==> src/rtl/ecc_sel_pkg.sv <==
package ecc_sel_pkg;

    localparam int NUM_LEVELS = 4;
    localparam int LVL_W      = $clog2(NUM_LEVELS);
    localparam int STR_OUT_W  = 6;
    localparam int SPARE_W    = 7;

    typedef logic [LVL_W-1:0] lvl_t;

    typedef enum logic [2:0] {
        ST_IDLE,
        ST_EVAL,
        ST_RISE,
        ST_FIT,
        ST_DONE
    } sel_state_e;

    typedef struct packed {
        logic geom_ok;
        logic oob_short;
        logic has_need;
    } demand_flags_t;

    // bits corrected per 1 KiB step for each level
    function automatic logic [STR_OUT_W-1:0] level_strength(lvl_t l);
        logic [STR_OUT_W-1:0] s;
        case (l)
            2'd0:    s = STR_OUT_W'(4);
            2'd1:    s = STR_OUT_W'(8);
            2'd2:    s = STR_OUT_W'(40);
            default: s = STR_OUT_W'(48);
        endcase
        return s;
    endfunction

    // spare bytes consumed per step for each level
    function automatic logic [SPARE_W-1:0] level_spare(lvl_t l);
        logic [SPARE_W-1:0] s;
        case (l)
            2'd0, 2'd1: s = SPARE_W'(32);
            default:    s = SPARE_W'(96);
        endcase
        return s;
    endfunction

endpackage

==> src/rtl/ecc_sel_demand.sv <==
module ecc_sel_demand
    import ecc_sel_pkg::*;
#(
    parameter int PE_W          = 4,
    parameter int SE_W          = 5,
    parameter int RS_W          = 8,
    parameter int OOB_W         = 12,
    parameter int STEPS_W       = 5,
    parameter int NEED_W        = 24,
    parameter int STEP_LOG2     = 10,
    parameter int PAGE_LOG2_MIN = 11,
    parameter int PAGE_LOG2_MAX = 14,
    parameter int MIN_OOB       = 64
) (
    input  logic [PE_W-1:0]    page_log2,
    input  logic [SE_W-1:0]    step_log2,
    input  logic [RS_W-1:0]    strength_req,
    input  logic [OOB_W-1:0]   oob_bytes,
    output demand_flags_t      flags,
    output logic [STEPS_W-1:0] steps,
    output logic [NEED_W-1:0]  need
);

    localparam int PAGE_W = 1 << PE_W;
    localparam int PROD_W = PAGE_W + RS_W;

    logic [PAGE_W-1:0] page_bytes;
    logic [PAGE_W-1:0] units;
    logic [PROD_W-1:0] total;
    logic [PE_W-1:0]   step_shift;

    always_comb begin
        flags.geom_ok   = (page_log2 >= PE_W'(PAGE_LOG2_MIN)) &&
                          (page_log2 <= PE_W'(PAGE_LOG2_MAX));
        flags.oob_short = oob_bytes < OOB_W'(MIN_OOB);
        page_bytes      = PAGE_W'(1) << page_log2;
        // requested steps per page, truncated (zero when the step exceeds the page)
        units           = page_bytes >> step_log2;
        total           = PROD_W'(units) * PROD_W'(strength_req);
        flags.has_need  = (step_log2 != '0) && (strength_req != '0) && (total != '0);
        step_shift      = page_log2 - PE_W'(STEP_LOG2);
        steps           = flags.geom_ok ? (STEPS_W'(1) << step_shift) : '0;
        // per-step demand: divide by the step count, which is a power of two
        need            = NEED_W'(total >> step_shift);
    end

endmodule

==> src/rtl/ecc_sel_levels.sv <==
module ecc_sel_levels
    import ecc_sel_pkg::*;
#(
    parameter int OOB_W   = 12,
    parameter int STEPS_W = 5,
    parameter int NEED_W  = 24
) (
    input  logic [STEPS_W-1:0]    steps,
    input  logic [OOB_W-1:0]      oob_bytes,
    input  logic [NEED_W-1:0]     need,
    output logic [NUM_LEVELS-1:0] meets,
    output logic [NUM_LEVELS-1:0] fits
);

    localparam int AREA_W = SPARE_W + STEPS_W;
    localparam int CMP_W  = (AREA_W > OOB_W) ? AREA_W : OOB_W;

    for (genvar g = 0; g < NUM_LEVELS; g++) begin : g_lvl
        logic [AREA_W-1:0] area;
        assign area     = AREA_W'(level_spare(LVL_W'(g))) * AREA_W'(steps);
        assign fits[g]  = CMP_W'(area) <= CMP_W'(oob_bytes);
        assign meets[g] = NEED_W'(level_strength(LVL_W'(g))) >= need;
    end

endmodule

==> src/rtl/ecc_sel_ctrl.sv <==
module ecc_sel_ctrl
    import ecc_sel_pkg::*;
(
    input  logic                  clk,
    input  logic                  rst,
    input  logic                  start,
    input  demand_flags_t         flags,
    input  logic [NUM_LEVELS-1:0] meets,
    input  logic [NUM_LEVELS-1:0] fits,
    output logic                  accept,
    output logic                  busy,
    output logic                  done,
    output lvl_t                  level,
    output logic                  ok,
    output logic                  err
);

    localparam lvl_t TOP_LVL = LVL_W'(NUM_LEVELS - 1);

    sel_state_e st;

    always_ff @(posedge clk) begin
        if (rst) begin
            st    <= ST_IDLE;
            level <= '0;
            ok    <= 1'b0;
            err   <= 1'b0;
        end else begin
            case (st)
                ST_IDLE: begin
                    if (start) begin
                        st    <= ST_EVAL;
                        level <= '0;
                        ok    <= 1'b0;
                        err   <= 1'b0;
                    end
                end
                ST_EVAL: begin
                    if (!flags.geom_ok || flags.oob_short) begin
                        st  <= ST_DONE;
                        err <= 1'b1;
                    end else if (flags.has_need) begin
                        st    <= ST_RISE;
                        level <= '0;
                    end else begin
                        st    <= ST_FIT;
                        level <= TOP_LVL;
                    end
                end
                ST_RISE: begin
                    // climb until the demand is met or the strongest level is reached
                    if (meets[level] || level == TOP_LVL) st <= ST_FIT;
                    else                                  level <= level + 1'b1;
                end
                ST_FIT: begin
                    // descend until the spare area fits the OOB size
                    if (fits[level]) begin
                        st <= ST_DONE;
                        ok <= 1'b1;
                    end else if (level == '0) begin
                        st  <= ST_DONE;
                        err <= 1'b1;
                    end else begin
                        level <= level - 1'b1;
                    end
                end
                ST_DONE: st <= ST_IDLE;
                default: st <= ST_IDLE;
            endcase
        end
    end

    assign accept = (st == ST_IDLE) && start;
    assign busy   = (st == ST_EVAL) || (st == ST_RISE) || (st == ST_FIT);
    assign done   = (st == ST_DONE);

endmodule

==> src/rtl/ecc_strength_sel.sv <==
module ecc_strength_sel
    import ecc_sel_pkg::*;
#(
    parameter int PE_W          = 4,
    parameter int SE_W          = 5,
    parameter int RS_W          = 8,
    parameter int OOB_W         = 12,
    parameter int CFG_W         = 32,
    parameter int TYPE_LSB      = 3,
    parameter int TYPE_W        = 4,
    parameter int STEP_LOG2     = 10,
    parameter int PAGE_LOG2_MIN = 11,
    parameter int PAGE_LOG2_MAX = 14,
    parameter int MIN_OOB       = 64,
    localparam int STEPS_W      = PAGE_LOG2_MAX - STEP_LOG2 + 1,
    localparam int NEED_W       = (1 << PE_W) + RS_W
) (
    input  logic                 clk,
    input  logic                 rst,
    input  logic                 start,
    input  logic [PE_W-1:0]      page_log2,
    input  logic [SE_W-1:0]      req_step_log2,
    input  logic [RS_W-1:0]      req_strength,
    input  logic [OOB_W-1:0]     oob_bytes,
    output logic                 busy,
    output logic                 done,
    output logic                 error,
    output logic [LVL_W-1:0]     strength_idx,
    output logic [STR_OUT_W-1:0] strength,
    output logic [STEPS_W-1:0]   step_count,
    output logic [CFG_W-1:0]     cfg_word
);

    logic [PE_W-1:0]  pe_q;
    logic [SE_W-1:0]  se_q;
    logic [RS_W-1:0]  rs_q;
    logic [OOB_W-1:0] oob_q;

    demand_flags_t         flags;
    logic [STEPS_W-1:0]    steps;
    logic [NEED_W-1:0]     need;
    logic [NUM_LEVELS-1:0] meets;
    logic [NUM_LEVELS-1:0] fits;
    logic                  accept;
    lvl_t                  level;
    logic                  ok;
    logic                  err;

    always_ff @(posedge clk) begin
        if (rst) begin
            pe_q  <= '0;
            se_q  <= '0;
            rs_q  <= '0;
            oob_q <= '0;
        end else if (accept) begin
            pe_q  <= page_log2;
            se_q  <= req_step_log2;
            rs_q  <= req_strength;
            oob_q <= oob_bytes;
        end
    end

    ecc_sel_demand #(
        .PE_W(PE_W), .SE_W(SE_W), .RS_W(RS_W), .OOB_W(OOB_W),
        .STEPS_W(STEPS_W), .NEED_W(NEED_W), .STEP_LOG2(STEP_LOG2),
        .PAGE_LOG2_MIN(PAGE_LOG2_MIN), .PAGE_LOG2_MAX(PAGE_LOG2_MAX),
        .MIN_OOB(MIN_OOB)
    ) u_demand (
        .page_log2   (pe_q),
        .step_log2   (se_q),
        .strength_req(rs_q),
        .oob_bytes   (oob_q),
        .flags       (flags),
        .steps       (steps),
        .need        (need)
    );

    ecc_sel_levels #(
        .OOB_W(OOB_W), .STEPS_W(STEPS_W), .NEED_W(NEED_W)
    ) u_levels (
        .steps    (steps),
        .oob_bytes(oob_q),
        .need     (need),
        .meets    (meets),
        .fits     (fits)
    );

    ecc_sel_ctrl u_ctrl (
        .clk   (clk),
        .rst   (rst),
        .start (start),
        .flags (flags),
        .meets (meets),
        .fits  (fits),
        .accept(accept),
        .busy  (busy),
        .done  (done),
        .level (level),
        .ok    (ok),
        .err   (err)
    );

    always_comb begin
        error        = err;
        step_count   = steps;
        strength_idx = ok ? level : '0;
        strength     = ok ? level_strength(level) : '0;
        cfg_word     = ok ? (CFG_W'(TYPE_W'(level)) << TYPE_LSB) : '0;
    end

endmodule

==> config.mk <==
export PLATFORM = sky130hd
export DESIGN_NAME = ecc_strength_sel
export DESIGN_NICKNAME = d
export VERILOG_FILES = /design/src/rtl/ecc_sel_pkg.sv /design/src/rtl/ecc_sel_demand.sv /design/src/rtl/ecc_sel_levels.sv /design/src/rtl/ecc_sel_ctrl.sv /design/src/rtl/ecc_strength_sel.sv
export SDC_FILE = /design/constraint.sdc
export NUM_CORES = 1
export LEC_CHECK = 0
export BUFFER_PORTS_ARGS = -buffer_cell sky130_fd_sc_hd__buf_2
export CAP_MARGIN = 20
export CORE_ASPECT_RATIO = 1.2
export CORE_MARGIN = 3
export CORE_UTILIZATION = 40
export CTS_CLUSTER_DIAMETER = 40
export DETAILED_ROUTE_END_ITERATION = 10
export PLACE_DENSITY = 0.58
export SYNTH_ARGS = -nofsm -noshare
export SYNTH_HDL_FRONTEND = slang
export SYNTH_SLANG_ARGS = --single-unit
==> constraint.sdc <==
create_clock -name clk -period 8.1 [get_ports clk]
set_input_delay 1.62 -clock clk [delete_from_list [all_inputs] [get_ports clk]]
set_output_delay 1.62 -clock clk [all_outputs]
set_load 0.02 [all_outputs]
==> run summary, run 1 <==
Async S/R FF share, synth = 0%
vias in the first global route = 7473
drt initial violations = 417
largest net degree at the start of global routing = 38
vias per inst = 5.52
top post-synthesis cells by count = 169 x nand2_1, 104 x inv_1, 85 x fa_1
ANT nets after route = 0
post-synth top area cell = fa_1
Die X = 137 microns
power per standard cell area = 84.7 nW/um^2
post-synthesis instance total = 1064
critical path arrival = 7840 ps
# diodes = 0
clk_skew = 4.18 ps
DRC = 0
Pleak = 0.00389 uW
status = finished clean
antenna violations before repair = 0
setup tns final = 0 ps
startpoint types = register
vias = 7456
maxcap violations = 0
R2R Setup Slk = 430 ps
largest cells by area after synthesis = fa_1 21%, ha_1 9.8%, dfxtp_1 8.7%
HPWL Detailed = 18.5 mm
CP Capture Type = register
Max Fclk = 130 MHz
I/O pin total = 80
Initial Utilization = 41.5%
fin. max-slew vios = 0
most used flip-flop cell after synthesis = dfxtp_1
final setup fails = 0
die area = 22400 sq um
Peak supply drop = 0.157 mV
yosys warns = 0
fin crit share = 94.7%
RePlAce Congestion = 0.935
post-layout min period = 7670 ps
fillers = 2104
Die H = 163 microns
Synth cell types = 97
FP Rows = 56
clock sink count = 36
I/O Buffers = 47
Worst Max-Slew Pin Slew = 1120 ps
synthesized cell area = 8260 sq um
GRT Total Usage = 21.0%
Total Power = 757 uW
CTS Buffer Depth = 2
most common cell in the netlist = nand2_1
top-area cell type share of the netlist area = 20.6%
Min-Delay Path Class = register to register
clk_lat worst skew = 290 ps
relative slew slack = 24.6%
sequential-to-total area share from yosys stat = 8.72%
CP max FO = 11
Crit Path Category = register to register
CTS tree = done
core area = 19900 sq um
CTS Buf Count = 5
number of synthesized flops with an enable pin = 0
Layout Cells excl Fill = 1350
DRT Pass-1 Iters = 4
Nets = 1270
global-route wire length before repair = 38.2 mm
mean post-synth cell area = 7.76 sq um
CTS root buffer = clkbuf_16
Fin. Hold Viols = 0
WL/cell = 17.1 microns
H-tree depth = 2
CTS clk-pin slew, worst paths = 60 ps
Critical Path RT = 8270 ps
synth-to-layout area growth = 8.22%
dpl cells = 1340
total gr overflow = 0
#FFs+latches synth = 36
share of cells above drive strength 1 = 13.6%
Routed WL = 23.0 mm
[final cells by class]
cell class	count	area (sq um)	share of cell area (%)
clock inverter	3	42.5	0.476
multi-input combinational	860	6820	76.2
clock buffer	5	125	1.40
sequential	36	726	8.12
tap	261	327	3.65
timing repair buffer	80	510	5.71
inverter	105	394	4.41
[cell usage in the layout (no fill, tap or decap), drive strengths merged, types with 6 or more instances in the layout]
cell and n:
o31ai 7, o211ai 11, and4 6, ha 65, nor4 16, a21oi 78, and2 67, nor2 57
o21ai 26, nand3 13, or2 7, or3 9, dfxtp 36, xnor2 10, mux2i 8, nand4 7
o21a 6, fa 85, a211oi 11, nand2 170, o22ai 9, inv 104, nand2b 7, nor3 31
buf 80, conb 32, a31oi 8, xor2 13, a21o 12
[metal layers]
metal	vias up	global-route usage, %	part of all wire (%)
met1	3601	27.8	43
met2	188	37.5	52
li1	3638	-	-
met4	0	4.54	1.7
met3	29	1.42	3.3
met5	-	0	0
[metrics by stage]
step	hold slack, ps	setup WS, ps	utilization, %	instance area, sq um
floorplan	431	340	-	8380
finish	457	428	44.9	8940
global route	482	-6.06	44.9	8940
global placement	446	175	43.6	8670
CTS	458	109	44.4	8830
detailed placement	450	156	43.6	8670
[worst max-delay path, stage by stage (launching register included)]
cell	delay (ps)
dfxtp_2	480
nand2_1	250
a32oi_2	300
o21ai_0	170
a22o_1	260
a22oi_1	170
nor2_1	120
buf_4	180
and2_1	170
fa_1	500
inv_1	50
fa_1	510
fa_1	520
fa_1	540
inv_1	40
ha_1	430
a21oi_1	310
o21ai_0	210
or2_2	320
o211ai_2	270
nand2_1	120
o221a_1	160
a221o_1	420
nor4_1	320
nor3_2	120
o31ai_2	240
mux2_1	350
[worst paths after layout]
kind | startpoint | end | cells after the start
worst max-delay path | pe_q[1] | u_ctrl.level[0] | 26
worst min-delay path | oob_q[1] | oob_q[1] | 2
worst max register to register | pe_q[1] | u_ctrl.level[0] | 26
worst min register to register | oob_q[1] | oob_q[1] | 2
[cells by family (layout without fill, tap and decap cells)]
kind of cell / count (synthesis) / after routing / synth area share [%]
compound gates: 234 / 234 / 21.3
xor+xnor: 23 / 23 / 2.94
fa+ha+maj: 150 / 150 / 30.4
buf+inv: 199 / 193 / 10.9
flops: 36 / 36 / 8.72
mux: 9 / 9 / 1.11
other cells: 1 / 32 / 0.0454
simple gates: 412 / 412 / 24.5
[report_power, final]
group          switching (uW)  internal (uW)
combinational             195            114
sequential               32.9            189
clock                    81.4            145
[what timing repair did]
action / 4_1_cts / 5_1_grt
endpoints found under the setup margin: 0 / 3
gates resized for setup: 0 / 21
setup buffers: 0 / 1
hold buffers: 0 / 0
[sequential cells by signal (all words and copies together), names as in the netlist]
signal,count
pe_q,4
u_ctrl.level,2
u_ctrl.st,3
oob_q,12
se_q,5
rs_q,8
u_ctrl.ok,1
u_ctrl.err,1
Note: power is estimated with default switching activity, not from simulation.
==> run 2, diff against run 1 <==
--- a/config.mk
+++ b/config.mk
@@ -12,6 +12,7 @@
 export CORE_UTILIZATION = 40
 export CTS_CLUSTER_DIAMETER = 40
 export DETAILED_ROUTE_END_ITERATION = 10
+export GPL_TIMING_DRIVEN = 0
 export PLACE_DENSITY = 0.58
 export SYNTH_ARGS = -nofsm -noshare
 export SYNTH_HDL_FRONTEND = slang
==> run 2 against run 1 <==
  * Clock skew hardly changed
  * Final cell count is 6.4% higher
  * Setup slack worse by 200 ps
  * Sequential power is 9.0% lower
  * Clock power is 13% lower
==> run summary, run 2 (synthesis results as in run 1) <==
Max Fclk = 127 MHz
worst setup margin = 230 ps
ANT nets after route = 0
crit-path leading delay family = compound AO/OA/AOI/OAI gates
final setup fails = 0
Layout Cells excl Fill = 1437
crit-path max cell delay = 550 ps
vias in the first global route = 8004
critical path arrival = 8040 ps
Die X = 137 microns
global-route wire length before repair = 41.6 mm
Largest Register = oob_q
met2 Use GR = 41.3%
CTS clk-pin slew, worst paths = 60 ps
Peak supply drop = 0.145 mV
Largest regs = oob_q x12, rs_q x8, se_q x5
clk_skew = 3.94 ps
Min-Delay Path Class = register to register
H-tree depth = 2
WL/cell = 17.5 microns
M1 GR Usage = 30.2%
maxcap violations = 0
antenna violations before repair = 0
Crit path top cell by count = fa_1
die area = 22400 sq um
Initial Utilization = 41.5%
commonest non-fill, non-tap cell in the layout = nand2_1
total gr overflow = 0
CTS Buffer Depth = 2
hold bufs inserted after CTS = 0
Worst Max-Slew Pin Slew = 924 ps
Pleak = 0.00421 uW
Routed WL = 25.1 mm
startpoint types = register
share of cells above drive strength 1 = 20.7%
HPWL Detailed = 20.3 mm
core area = 19900 sq um
clk_lat worst skew = 290 ps
FP Rows = 56
CTS tree = done
Fin. Hold Viols = 0
commonest non-fill, non-tap cells in the layout = 167 x nand2_1, 103 x inv_1, 84 x fa_1
CTS root buffer = clkbuf_16
drt initial violations = 458
CP max FO = 10
vias per inst = 5.46
Die H = 163 microns
Worst path depth = 31
DRC = 0
Crit Path Category = register to register
Largest register FFs = 12
global-route met3 utilization = 1.85%
CP Buf/Inv Count = 8
fin crit share = 97.2%
largest net degree at the start of global routing = 14
CP Capture Type = register
hold path depth = 2
# diodes = 0
grt peak-use layer = met2
fin. max-slew vios = 0
Total Power = 795 uW
status = finished clean
vias = 7843
CTS Buf Count = 5
clock sink count = 36
post-layout min period = 7870 ps
RePlAce Congestion = 0.934
FF-to-FF path depth = 31
power per standard cell area = 81.4 nW/um^2
dpl cells = 1403
Critical Path RT = 8270 ps
synth-to-layout area growth = 18.2%
pre-CTS setup slack = -1310 ps
relative slew slack = 37.9%
Critical Path Slowest Stage Cell = fa_1
I/O pin total = 80
DRT Pass-1 Iters = 5
I/O Buffers = 46
Nets = 1357
final core utilization = 49.1%
GRT Total Usage = 23.2%
[run 2: path summary, 6_finish.rpt]
path / startpoint / to / slack [ps]
min reg2reg: oob_q[4] / oob_q[4] / 450
max reg2reg: pe_q[1] / u_ctrl.level[0] / 230
min: oob_q[4] / oob_q[4] / 450
max: pe_q[1] / u_ctrl.level[0] / 230
[run 2: repair_timing]
action	CTS	global route
gates resized for setup	44	70
setup endpoints to repair	3	3
gates cloned	0	1
pin swaps	8	28
buffers inserted	7	21
[run 2: report_power, final]
group / internal (uW) / switching, uW / leakage (uW)
sequential: 189 / 12.7 / 0.000296
combinational: 149 / 248 / 0.00385
clock: 114 / 81.5 / 0.0000660
total: 452 / 342 / 0.00421
[run 2: metrics by stage]
stage | setup TNS, ps | area (sq um) | hold WS [ps]
6_report | 0 | 9760 | 452
5_1_grt | -32.4 | 9760 | 470
4_1_cts | 0 | 9310 | 452
3_5_place_dp | -3590 | 8940 | 444
3_3_place_gp | -3560 | 8930 | 440
2_1_floorplan | 0 | 8380 | 431
[run 2: metal layers]
layer | vias up | share of wire (%)
met5 | - | 0
met4 | 0 | 2.0
met3 | 34 | 4.3
met2 | 226 | 51
met1 | 3782 | 43
li1 | 3801 | -
[run 2: final cells by class]
class | count | area, sq um
Clock buffer | 5 | 125
Buffer | 90 | 538
Sequential cell | 36 | 724
Inverter | 105 | 402
Multi-Input combinational cell | 861 | 7170
Fill cell | 2025 | 10100
Timing Repair Buffer | 76 | 450
Clock inverter | 3 | 23.8
Tap cell | 261 | 327
[run 2: worst min-delay path, stage by stage, from the launching register on]
cell and delay [ps]:
dfxtp_1 300, nand2_1 50, a21oi_1 50
==> run 3, diff against run 2 <==
--- a/config.mk
+++ b/config.mk
@@ -13,7 +13,8 @@
 export CTS_CLUSTER_DIAMETER = 40
 export DETAILED_ROUTE_END_ITERATION = 10
 export GPL_TIMING_DRIVEN = 0
-export PLACE_DENSITY = 0.58
+export HOLD_SLACK_MARGIN = 0.06
+export PLACE_DENSITY = 0.56
 export SYNTH_ARGS = -nofsm -noshare
 export SYNTH_HDL_FRONTEND = slang
 export SYNTH_SLANG_ARGS = --single-unit
==> constraint.sdc (replaced) <==
create_clock -name clk -period 9.6 [get_ports clk]
set_input_delay 1.92 -clock clk [delete_from_list [all_inputs] [get_ports clk]]
set_output_delay 1.92 -clock clk [all_outputs]
set_load 0.02 [all_outputs]
==> run 3 against run 2 <==
  * Sequential power down 16%
  * Maximum frequency down 13%
  * Power down 18%
  * Clock power is essentially flat
  * Count of clock-buffer cells in the layout unchanged
  * Global-route usage down 0.33 points
  * Final area decreased by 6.2%
==> run summary, run 3 (synthesis results as in run 1) <==
GRT Total Usage = 22.9%
Crit Path Category = register to register
share of cells above drive strength 1 = 13.5%
startpoint types = register
Largest register FFs = 12
maxcap violations = 0
Fin. Hold Viols = 0
hold_ws = 450 ps
crit-path max cell delay = 560 ps
ANT nets after route = 0
die area = 22400 sq um
setup tns final = 0 ps
fin crit share = 94.1%
synth-to-layout area growth = 10.8%
clk_skew = 1.89 ps
drt initial violations = 442
FP Rows = 56
Pleak = 0.00404 uW
commonest non-fill, non-tap cell in the layout = nand2_1
Peak supply drop = 0.205 mV
worst setup margin = 567 ps
final core utilization = 46.0%
vias per inst = 5.47
commonest non-fill, non-tap cells in the layout = 169 x nand2_1, 104 x inv_1, 85 x fa_1
clock sink count = 36
clk_lat worst skew = 290 ps
HPWL Detailed = 20.5 mm
vias in the first global route = 7682
vias = 7736
status = finished clean
antenna violations before repair = 0
CTS clk-pin slew, worst paths = 60 ps
Routed WL = 24.5 mm
RSZ-0062 raised after global routing = false
CTS Buf Count = 5
Critical Path Slowest Stage Cell = fa_1
global-route wire length before repair = 41.0 mm
Largest regs = oob_q x12, rs_q x8, se_q x5
RePlAce Congestion = 0.930
hold bufs inserted after CTS = 0
power per standard cell area = 71.5 nW/um^2
Worst Max-Slew Pin Slew = 1080 ps
Die H = 163 microns
H-tree depth = 2
Nets = 1334
I/O Buffers = 46
CP Capture Type = register
Initial Utilization = 41.5%
fin. max-slew vios = 0
relative slew slack = 27.2%
critical path arrival = 9210 ps
Min-Delay Path Class = register to register
largest net degree at the start of global routing = 13
WL/cell = 17.4 microns
post-layout min period = 9030 ps
core area = 19900 sq um
Largest Register = oob_q
CTS root buffer = clkbuf_16
# diodes = 0
total gr overflow = 0
Die X = 137 microns
I/O pin total = 80
final setup fails = 0
DRT Pass-1 Iters = 5
CP max FO = 10
DRC = 0
CTS tree = done
pre-CTS setup slack = 284 ps
Critical Path RT = 9770 ps
CTS Buffer Depth = 2
Max Fclk = 111 MHz
run 3: cell count changes in the layout (fill, tap and decap cells not counted), moves of 5 or more:
cell	change
buf_4	-30
a21oi_1	+13
a21oi_2	-12
nor3_1	+8
clkbuf_1	+7
buf_2	+6
nor3_4	-5
o21ai_0	+5
o21ai_2	-5
run 3: stage by stage:
step	power (uW)	instance area, sq um	instances
finish	655	9160	1414
global route	692	9160	1414
CTS	656	9120	1412
detailed placement	462	8950	1404
global placement	461	8930	1402
floorplan	381	8380	1095
run 3: metal layers:
layer | global-route usage (%) | up-vias | share of wire [%]
met2 | 41.1 | 182 | 51
met4 | 5.31 | 0 | 2.1
met3 | 0.955 | 34 | 3.4
met1 | 30.2 | 3762 | 43
li1 | - | 3758 | -
met5 | 0 | - | 0
run 3: path summary, 6_finish.rpt:
path,start,end,slack (ps),cells past startpoint
worst max-delay path,pe_q[1],u_ctrl.level[0],570,30
worst min-delay path,oob_q[4],oob_q[4],450,2
worst max register to register,pe_q[1],u_ctrl.level[0],570,30
worst min register to register,oob_q[4],oob_q[4],450,2
run 3: where the power goes:
part	internal (uW)	switching, uW	total, uW	leakage, uW
combinational	102	190	293	0.00366
sequential	159	9.99	169	0.000295
clock	122	70.4	193	0.0000798
run 3: critical path: cells and delay by family, from the launching register on:
kind	cells	cell delay (ps)
flops	1	440
buf+inv	7	1390
compound gates	10	2760
fa+ha+maj	5	2400
xor+xnor	1	270
mux	1	330
simple gates	6	1310
run 3: area by class of cell:
cell class                      instances  area, sq um
Fill cell                            2096        10700
Multi-Input combinational cell        860         6780
Sequential cell                        36          722
Buffer                                 94          505
Inverter                              105          394
Tap cell                              261          327
Timing Repair Buffer                   50          255
Clock buffer                            5          125
Clock inverter                          3         42.5
run 3: what timing repair did:
| action | in CTS | in global routing |
|---|---|---|
| setup buffers | 0 | 0 |
| gates resized for setup | 0 | 8 |
| setup endpoints to repair | 0 | 3 |
